--- config.mk ---
export PLATFORM = sky130hd
export DESIGN_NAME = mdio_xact_ctrl
export DESIGN_NICKNAME = d
export VERILOG_FILES = /design/src/rtl/mdio_pkg.sv /design/src/rtl/mdio_clk_div.sv /design/src/rtl/mdio_frame_engine.sv /design/src/rtl/mdio_xact_ctrl.sv
export SDC_FILE = /design/constraint.sdc
export NUM_CORES = 1
export LEC_CHECK = 0
export BUFFER_PORTS_ARGS = -buffer_cell sky130_fd_sc_hd__buf_4
export CORE_ASPECT_RATIO = 1.75
export CORE_UTILIZATION = 54
export CTS_BUF_LIST = sky130_fd_sc_hd__clkbuf_8
export DETAILED_ROUTE_END_ITERATION = 16
export GPL_TIMING_DRIVEN = 0
export PLACE_DENSITY_LB_ADDON = 0.15
export SYNTH_ARGS = -nofsm -noshare
export SYNTH_HDL_FRONTEND = slang
export SYNTH_SLANG_ARGS = --single-unit
--- constraint.sdc ---
create_clock -name clk -period 2.15 [get_ports clk]
set_clock_uncertainty 0.2 [all_clocks]
set_input_delay 0.43 -clock clk [delete_from_list [all_inputs] [get_ports clk]]
set_output_delay 0.43 -clock clk [all_outputs]
set_load 0.02 [all_outputs]
--- src/rtl/mdio_pkg.sv ---
package mdio_pkg;
  localparam int CMD_W       = 16;
  localparam int FLD_W       = 5;
  localparam int DONE_BIT    = 15;
  localparam int WRSEL_BIT   = 13;
  localparam int PHY_LSB     = 8;
  localparam int REGN_LSB    = 0;
  localparam logic [1:0] START_CODE = 2'b01;
  localparam logic [1:0] OP_READ    = 2'b10;
  localparam logic [1:0] OP_WRITE   = 2'b01;
  localparam logic [1:0] TA_DRIVEN  = 2'b10;

  typedef struct packed {
    logic             wr;
    logic [FLD_W-1:0] phy;
    logic [FLD_W-1:0] regn;
  } mdio_cmd_t;
endpackage

--- src/rtl/mdio_clk_div.sv ---
module mdio_clk_div #(
  parameter int DIV_HALF = 4
) (
  input  logic clk,
  input  logic rst,
  input  logic run,
  output logic mdc,
  output logic rise_stb,
  output logic fall_stb
);
  localparam int CW = (DIV_HALF > 1) ? $clog2(DIV_HALF) : 1;
  localparam logic [CW-1:0] LAST = CW'(DIV_HALF - 1);

  logic [CW-1:0] cnt;
  logic          tick;

  assign tick     = run && (cnt == LAST);
  assign rise_stb = tick && !mdc;
  assign fall_stb = tick && mdc;

  always_ff @(posedge clk) begin
    if (rst || !run) begin
      cnt <= '0;
      mdc <= 1'b0;
    end else begin
      cnt <= tick ? '0 : cnt + 1'b1;
      if (tick) mdc <= ~mdc;
    end
  end
endmodule

--- src/rtl/mdio_frame_engine.sv ---
module mdio_frame_engine
  import mdio_pkg::*;
#(
  parameter int PRE_LEN = 32
) (
  input  logic        clk,
  input  logic        rst,
  input  logic        start,
  input  mdio_cmd_t   cmd,
  input  logic [15:0] wdata,
  input  logic        rise_stb,
  input  logic        fall_stb,
  input  logic        mdio_i,
  output logic        busy,
  output logic        mdio_o,
  output logic        mdio_oe,
  output logic        rd_valid,
  output logic [15:0] rd_data
);
  localparam int FRAME_W = PRE_LEN + 32;
  localparam int CW      = $clog2(FRAME_W);
  localparam logic [CW-1:0] TA_IDX  = CW'(PRE_LEN + 14);
  localparam logic [CW-1:0] DAT_IDX = CW'(PRE_LEN + 16);
  localparam logic [CW-1:0] END_IDX = CW'(FRAME_W - 1);

  logic [FRAME_W-1:0] sr;
  logic [CW-1:0]      idx;
  logic               is_wr;
  logic [15:0]        cap;
  logic               last_fall;

  function automatic logic [FRAME_W-1:0] build_frame(mdio_cmd_t c, logic [15:0] d);
    return {{PRE_LEN{1'b1}}, START_CODE, (c.wr ? OP_WRITE : OP_READ),
            c.phy, c.regn, (c.wr ? TA_DRIVEN : 2'b11), (c.wr ? d : 16'hFFFF)};
  endfunction

  assign mdio_o    = sr[FRAME_W-1];
  assign last_fall = busy && fall_stb && (idx == END_IDX);
  assign rd_valid  = last_fall && !is_wr;
  assign rd_data   = cap;

  always_ff @(posedge clk) begin
    if (rst) begin
      busy    <= 1'b0;
      sr      <= '1;
      idx     <= '0;
      is_wr   <= 1'b0;
      mdio_oe <= 1'b0;
      cap     <= '0;
    end else if (!busy) begin
      if (start) begin
        busy    <= 1'b1;
        sr      <= build_frame(cmd, wdata);
        idx     <= '0;
        is_wr   <= cmd.wr;
        mdio_oe <= 1'b1;
      end
    end else begin
      if (rise_stb && !is_wr && (idx >= DAT_IDX))
        cap <= {cap[14:0], mdio_i};
      if (last_fall) begin
        busy    <= 1'b0;
        mdio_oe <= 1'b0;
        sr      <= '1;
        idx     <= '0;
      end else if (fall_stb) begin
        idx <= idx + 1'b1;
        sr  <= {sr[FRAME_W-2:0], 1'b1};
        if (!is_wr && (idx + 1'b1 == TA_IDX))
          mdio_oe <= 1'b0;
      end
    end
  end
endmodule

--- src/rtl/mdio_xact_ctrl.sv ---
module mdio_xact_ctrl
  import mdio_pkg::*;
#(
  parameter int DIV_HALF = 4,
  parameter int PRE_LEN  = 32
) (
  input  logic        clk,
  input  logic        rst,
  input  logic        reg_wr,
  input  logic        reg_sel,
  input  logic [15:0] reg_wdata,
  output logic [15:0] ctrl_rd,
  output logic [15:0] data_rd,
  output logic        mdc,
  input  logic        mdio_i,
  output logic        mdio_o,
  output logic        mdio_oe
);
  logic        busy, start, rise_stb, fall_stb, rd_valid;
  logic [15:0] rd_data;
  mdio_cmd_t   new_cmd, cmd_q;
  logic [15:0] data_q;

  assign start        = reg_wr && !reg_sel && !busy;
  assign new_cmd.wr   = reg_wdata[WRSEL_BIT];
  assign new_cmd.phy  = reg_wdata[PHY_LSB +: FLD_W];
  assign new_cmd.regn = reg_wdata[REGN_LSB +: FLD_W];

  always_ff @(posedge clk) begin
    if (rst) begin
      cmd_q  <= '0;
      data_q <= '0;
    end else begin
      if (start) cmd_q <= new_cmd;
      if (rd_valid)
        data_q <= rd_data;
      else if (reg_wr && reg_sel && !busy)
        data_q <= reg_wdata;
    end
  end

  always_comb begin
    ctrl_rd = '0;
    ctrl_rd[DONE_BIT]              = !busy;
    ctrl_rd[WRSEL_BIT]             = cmd_q.wr;
    ctrl_rd[PHY_LSB +: FLD_W]      = cmd_q.phy;
    ctrl_rd[REGN_LSB +: FLD_W]     = cmd_q.regn;
  end
  assign data_rd = data_q;

  mdio_clk_div #(.DIV_HALF(DIV_HALF)) u_div (
    .clk(clk), .rst(rst), .run(busy),
    .mdc(mdc), .rise_stb(rise_stb), .fall_stb(fall_stb)
  );

  mdio_frame_engine #(.PRE_LEN(PRE_LEN)) u_eng (
    .clk(clk), .rst(rst), .start(start), .cmd(new_cmd), .wdata(data_q),
    .rise_stb(rise_stb), .fall_stb(fall_stb), .mdio_i(mdio_i),
    .busy(busy), .mdio_o(mdio_o), .mdio_oe(mdio_oe),
    .rd_valid(rd_valid), .rd_data(rd_data)
  );
endmodule

Word level (Yosys, flattened, before mapping)
Index checks and enable logic that the tools add are counted.
{"block": "word_totals", "register_bits": 119, "input_bits": 21, "word_cells": 68}
{"block": "op_classes", "addsub": 2, "order_cmp": 1, "n_eq_ne": 5, "mux": 21, "bitwise_logic": 2, "n_reduce_logical": 25}
{"cell": "$mux W64", "n": 4}
{"cell": "$mux W16", "n": 3}
{"cell": "$mux W6", "n": 4}
{"cell": "$logic_and A1 B1 Y1", "n": 13}
{"cell": "$eq A6 B6 Y1 const B", "n": 2}
{"cell": "$mux W1", "n": 9}
{"cell": "$add A6 B1 Y6 const B", "n": 1}
{"cell": "$ge A6 B6 Y1 const B", "n": 1}
{"cell": "$reduce_and A2 Y1", "n": 3}
{"cell": "$logic_not A1 Y1", "n": 4}
{"cell": "$reduce_bool A2 Y1", "n": 2}
{"cell": "$ne A3 B2 Y1 const B", "n": 1}
{"cell": "$ne A3 B3 Y1 const B", "n": 1}
{"cell": "$reduce_and A3 Y1", "n": 1}
{"cell": "$add A2 B1 Y2 const B", "n": 1}
{"cell": "$eq A2 B2 Y1 const B", "n": 1}
{"cell": "$mux W2", "n": 1}
{"cell": "$not A1 Y1", "n": 2}
{"cell": "$reduce_or A2 Y1", "n": 1}
{"cell": "$logic_or A1 B1 Y1", "n": 1}

Logic depth before layout (Yosys ltp)
{"block": "depth", "word_depth": 7, "mapped_depth": 8, "mapped_depth_nobuf": 5}

Modules after synthesis
A second synthesis with hierarchy kept.
{"block": "hier_totals", "cells_unflattened": 522, "hier_area_um2": 4948.5}
{"mod": "mdio_frame_engine", "instances": 1, "cells_per_inst": 378, "area_per_inst_um2": 3607.2, "seq_area_each_um2": 1781.7}
{"mod": "mdio_xact_ctrl", "instances": 1, "cells_per_inst": 132, "area_per_inst_um2": 1223.7, "seq_area_each_um2": 540.5}
{"mod": "mdio_clk_div", "instances": 1, "cells_per_inst": 12, "area_per_inst_um2": 117.6, "seq_area_each_um2": 60.1}

Worst setup path before layout
No wires, ideal clock.
{"block": "synth_path", "path_kind": "flip-flop to flip-flop", "startpoint": "register u_div.cnt[0]", "endpoint": "register data_q[11], in the netlist data_rd[11]", "setup_ps": 142, "arrival_time_ps": 1689, "slack_ps": 119, "path_stages_with_launch": 9, "path_cell_list": "dfxtp_1 > ha_1 > buf_2 > nand3_4 > or4_1 > buf_2 > buf_6 > nor2_1 > a211oi_2"}
{"block": "synth_between", "elab_chain_len": 7}
{"element": "start, declared", "line_no": "mdio_clk_div.sv:14", "source": "logic [CW-1:0] cnt;"}
{"element": "start signal, assigned", "line_no": "mdio_clk_div.sv:26", "source": "cnt <= tick ? '0 : cnt + 1'b1;"}
{"element": "$eq A2 B2 Y1 *", "line_no": "mdio_clk_div.sv:17", "source": "assign tick = run && (cnt == LAST);"}
{"element": "$logic_and A1 B1 Y1 *", "line_no": "mdio_clk_div.sv:17"}
{"element": "$logic_and A1 B1 Y1 *", "line_no": "mdio_clk_div.sv:19", "source": "assign fall_stb = tick && mdc;"}
{"element": "$logic_and A1 B1 Y1 * (2 in series)", "line_no": "mdio_frame_engine.sv:38", "source": "assign last_fall = busy && fall_stb && (idx == END_IDX);"}
{"element": "$logic_and A1 B1 Y1 *", "line_no": "mdio_frame_engine.sv:39", "source": "assign rd_valid = last_fall && !is_wr;"}
{"element": "$mux W16 or $reduce_bool A2 Y1 (tied branches)"}
{"element": "end signal, assigned", "line_no": "mdio_xact_ctrl.sv:36", "source": "data_q <= rd_data;"}
{"element": "end signal, assigned", "line_no": "mdio_xact_ctrl.sv:38", "source": "data_q <= reg_wdata;"}
{"element": "end, declared", "line_no": "mdio_xact_ctrl.sv:22", "source": "logic [15:0] data_q;"}
Mark *: on every way between the ends. The rest lies on a longest branch, timed or not.
A chain may end at the register's enable or synchronous reset.

Final worst setup path
{"block": "layout_path", "startpoint": "register u_div.cnt[0]", "endpoint": "register data_q[13], in the netlist data_rd[13]"}
Same word-level chain as after synthesis.

==> flow_metrics.env <==
export IMPL_timing_rr_start="u_div.cnt[0]$_SDFF_PP0_"
export IMPL_htree_levels=4
export IMPL_finalNetCount=607
export IMPL_io_pins=56
export IMPL_setup_violations=0
export IMPL_cts_tree="done"
export IMPL_start_kind="flip-flop"
export IMPL_period_share_pct=96.7
export IMPL_hold_viol=0
export IMPL_grt_ovfl_total=0
export IMPL_synth_cell_types=46
export IMPL_synth_seq_cells=118
export IMPL_die_w_microns=72.2
export IMPL_p_int_mw=3.56
export IMPL_p_switching_mw=1.15
export IMPL_gp_congestion=0.817
export IMPL_crit_path_end_kind="flip-flop"
export IMPL_detail_route_wl_per_cell_microns=15.6
export IMPL_pre_cts_slack_ns=-0.199
export IMPL_final_cell_mix="dfxtp_1, nor2_1, buf_4"
export IMPL_grt_pass1_wl_mm=18.0
export IMPL_worst_pin_slew_ns=0.766
export IMPL_first_pass_iters=4
export IMPL_cts_buffers_inserted=17
export IMPL_clockPowerShare_pct=43.6
export IMPL_swShare_pct=24.4
export IMPL_hold_depth=3
export IMPL_num_rows=44
export IMPL_synthCells=510
export IMPL_grt_util_all_layers_pct=26.1
export IMPL_hold_class="in -> reg"
export IMPL_ant_nets=0
export IMPL_min_to="u_eng.rd_data[0]$_SDFFE_PP0P_"
export IMPL_start_util_pct=56.0
export IMPL_seq_power_share_pct=48.4
export IMPL_run_status="complete, no violations"
export IMPL_p_leak_nw=2.26
export IMPL_drtIter0Drc=236
export IMPL_grt_max_degree=17
export IMPL_regToRegSetupSlack_ns=0.07
export IMPL_final_setup_tns_ns=0
export IMPL_stdcell_area_sq_mm=0.00573
export IMPL_r2r_cells=8
export IMPL_die_h_microns=125
export IMPL_syn_area_per_cell_sq_um=9.13
export IMPL_ys_warn_count=0
export IMPL_seqCellArea_sq_mm=0.00237
export IMPL_clk_path_buf_depth=2
export IMPL_holdWs_ns=0.0565
export IMPL_final_common_cell="dfxtp_1"
export IMPL_root_buffer="clkbuf_8"
export IMPL_pwr_share_comb_pct=8.0
export IMPL_multi_input_area_sq_mm=0.00211
export IMPL_via_per_inst=5.54
export IMPL_drcViolationCount=0
export IMPL_clock_latency_ns=0.43
export IMPL_fin_cells=711
export IMPL_drv_cap=0
export IMPL_slew_headroom_pct=48.9
export IMPL_cellPowerDensity_mw_per_mm2=823
export IMPL_die_area_sq_mm=0.00901
export IMPL_holdCritStartpoint="mdio_i"
export IMPL_crit_fanout=10
export IMPL_netlist_area_sq_mm=0.00465
export IMPL_vias=3941
export IMPL_r2r_end="data_rd[13]$_SDFFE_PP0P_"
export IMPL_clock_sinks=118
export IMPL_place_inst=679
export IMPL_place_area_sq_mm=0.00519
export IMPL_required_ns=2.23
export IMPL_place_hpwl_mm=8.06
export IMPL_fmax_ghz=0.481
export IMPL_antenna_found_initial=0
export IMPL_drive_gt1_share_pct=24.7
export IMPL_diodes=0
export IMPL_maxSlewViolCount=0
export IMPL_vdd_ir_drop_max_mv=0.557
export IMPL_wl_mm=11.1
export IMPL_setup_slack_ns=0.0713
export IMPL_grt_pass1_vias=3782
export IMPL_hold_buffers=0
export IMPL_area_growth_syn_to_layout_pct=23.0
export IMPL_min_period_ns=2.08
export IMPL_fill_cells=682
export IMPL_cp_arrival_ns=2.16
export IMPL_port_buffers=51
export IMPL_core_sq_mm=0.00831
export IMPL_ys_seq_area_share_pct=50.8
export IMPL_crit_type="reg -> reg"
export IMPL_rsz0062_at_grt="no"
export IMPL_clk_pin_slew_worst_paths_ns=0.07
[power by group through the flow]
stage                     Clock (mW)  Combinational, mW  Sequential, mW
after global placement             0              0.361            2.33
after CTS                       2.08              0.369            2.28
after floorplan                    0              0.199            2.35
final                           2.05              0.378            2.28
after global routing            2.18              0.408            2.28
after detailed placement           0              0.366            2.33
[area by class of cell]
type,count,share of cell area (%)
Clock buffer,18,4.33
Inverter,4,0.262
Tap cell,115,2.51
Multi-Input combinational cell,342,36.8
Buffer,45,4.74
Timing Repair Buffer,55,7.21
Sequential cell,118,41.3
Clock inverter,14,2.82
[repair_timing]
action / 4_1_cts / 5_1_grt
pin swaps: 1 / 2
resized for setup: 15 / 28
endpoints found under the setup margin: 68 / 85
buffers inserted: 1 / 3
[worst max-delay path by stage]
stage / start / endpoint / depth (start not counted)
2_1_floorplan: u_div.cnt[0]$_SDFF_PP0_ / data_rd[11]$_SDFFE_PP0P_ / 8
3_3_place_gp: u_eng.idx[0]$_SDFFE_PP0P_ / data_rd[2]$_SDFFE_PP0P_ / 7
3_5_place_dp: u_eng.idx[0]$_SDFFE_PP0P_ / u_eng.sr[14]$_SDFFE_PP1P_ / 6
4_1_cts: u_eng.busy$_SDFF_PP0_ / u_eng.sr[14]$_SDFFE_PP1P_ / 7
5_1_grt: u_div.cnt[0]$_SDFF_PP0_ / data_rd[13]$_SDFFE_PP0P_ / 8
6_report: u_div.cnt[0]$_SDFF_PP0_ / data_rd[13]$_SDFFE_PP0P_ / 8
[kinds of logic (layout without fill, tap and decap cells)]
group                    after synthesis  in the layout  synth area share [%]
multiplexers                          33             33                  7.10
XOR/XNOR                               3              3                 0.565
buffers and inverters                 53            136                  5.75
adder cells (fa/ha/maj)                3              3                 0.807
flip-flops                           118            118                  50.8
AND/OR/NAND/NOR                      174            174                  16.2
other                                  1              4                0.0806
AO/OA/AOI/OAI                        125            125                  18.7
[Yosys cell counts, drive strengths merged]
| cell | number | area, sq um |
|---|---|---|
| a211oi | 16 | 200 |
| a21oi | 19 | 95.1 |
| a2bb2oi | 1 | 8.76 |
| a311oi | 1 | 8.76 |
| a31oi | 3 | 18.8 |
| a41oi | 1 | 8.76 |
| and3 | 3 | 18.8 |
| buf | 25 | 163 |
| clkbuf | 24 | 90.1 |
| clkinv | 2 | 7.51 |
| conb | 1 | 3.75 |
| dfxtp | 118 | 2360 |
| ha | 3 | 37.5 |
| inv | 2 | 7.51 |
| mux2i | 33 | 330 |
| nand2 | 60 | 228 |
| nand3 | 4 | 37.5 |
| nand3b | 1 | 7.51 |
| nand4 | 1 | 6.26 |
| nand4b | 1 | 8.76 |
| nor2 | 78 | 295 |
| nor3 | 18 | 90.1 |
| nor3b | 2 | 15.0 |
| nor4 | 1 | 6.26 |
| nor4b | 1 | 8.76 |
| nor4bb | 1 | 10.0 |
| o211a | 1 | 10.0 |
| o21ai | 22 | 114 |
| o221a | 1 | 11.3 |
| o22ai | 44 | 275 |
| o311ai | 1 | 8.76 |
| o31ai | 15 | 113 |
| or3 | 1 | 6.26 |
| or3b | 1 | 8.76 |
| or4 | 1 | 7.51 |
| xnor2 | 1 | 8.76 |
| xor2 | 2 | 17.5 |
[per-layer routing]
| layer | part of all wire, % | GRT usage, % | vias up |
|---|---|---|---|
| li1 | - | - | 1945 |
| met1 | 40 | 28.5 | 1862 |
| met2 | 54 | 46.2 | 111 |
| met3 | 4.2 | 5.83 | 23 |
| met4 | 2.3 | 12.1 | 0 |
| met5 | 0 | 0 | - |
[worst max-delay path: stages (launching register included)]
cell      delay (ns)
dfxtp_2         0.33
ha_1            0.16
buf_6           0.13
nand3_4         0.07
or4_4           0.53
buf_4           0.18
buf_6           0.15
nor2_1          0.12
a211oi_2        0.06
[state kept, by name, indices dropped and copies added (netlist names)]
name,count
u_eng.idx,6
u_eng.rd_data,16
u_div.cnt,2
ctrl_rd,11
u_eng.sr,64
data_rd,16
u_eng.mdio_oe,1
u_eng.busy,1
u_div.mdc,1
[per-stage QoR]
stage	power [mW]	utilization (%)
floorplan	2.55	-
global placement	2.69	62.5
detailed placement	2.69	62.5
CTS	4.73	68.1
global route	4.87	68.9
finish	4.71	68.9
No activity file was read; power rests on OpenSTA's default activity.
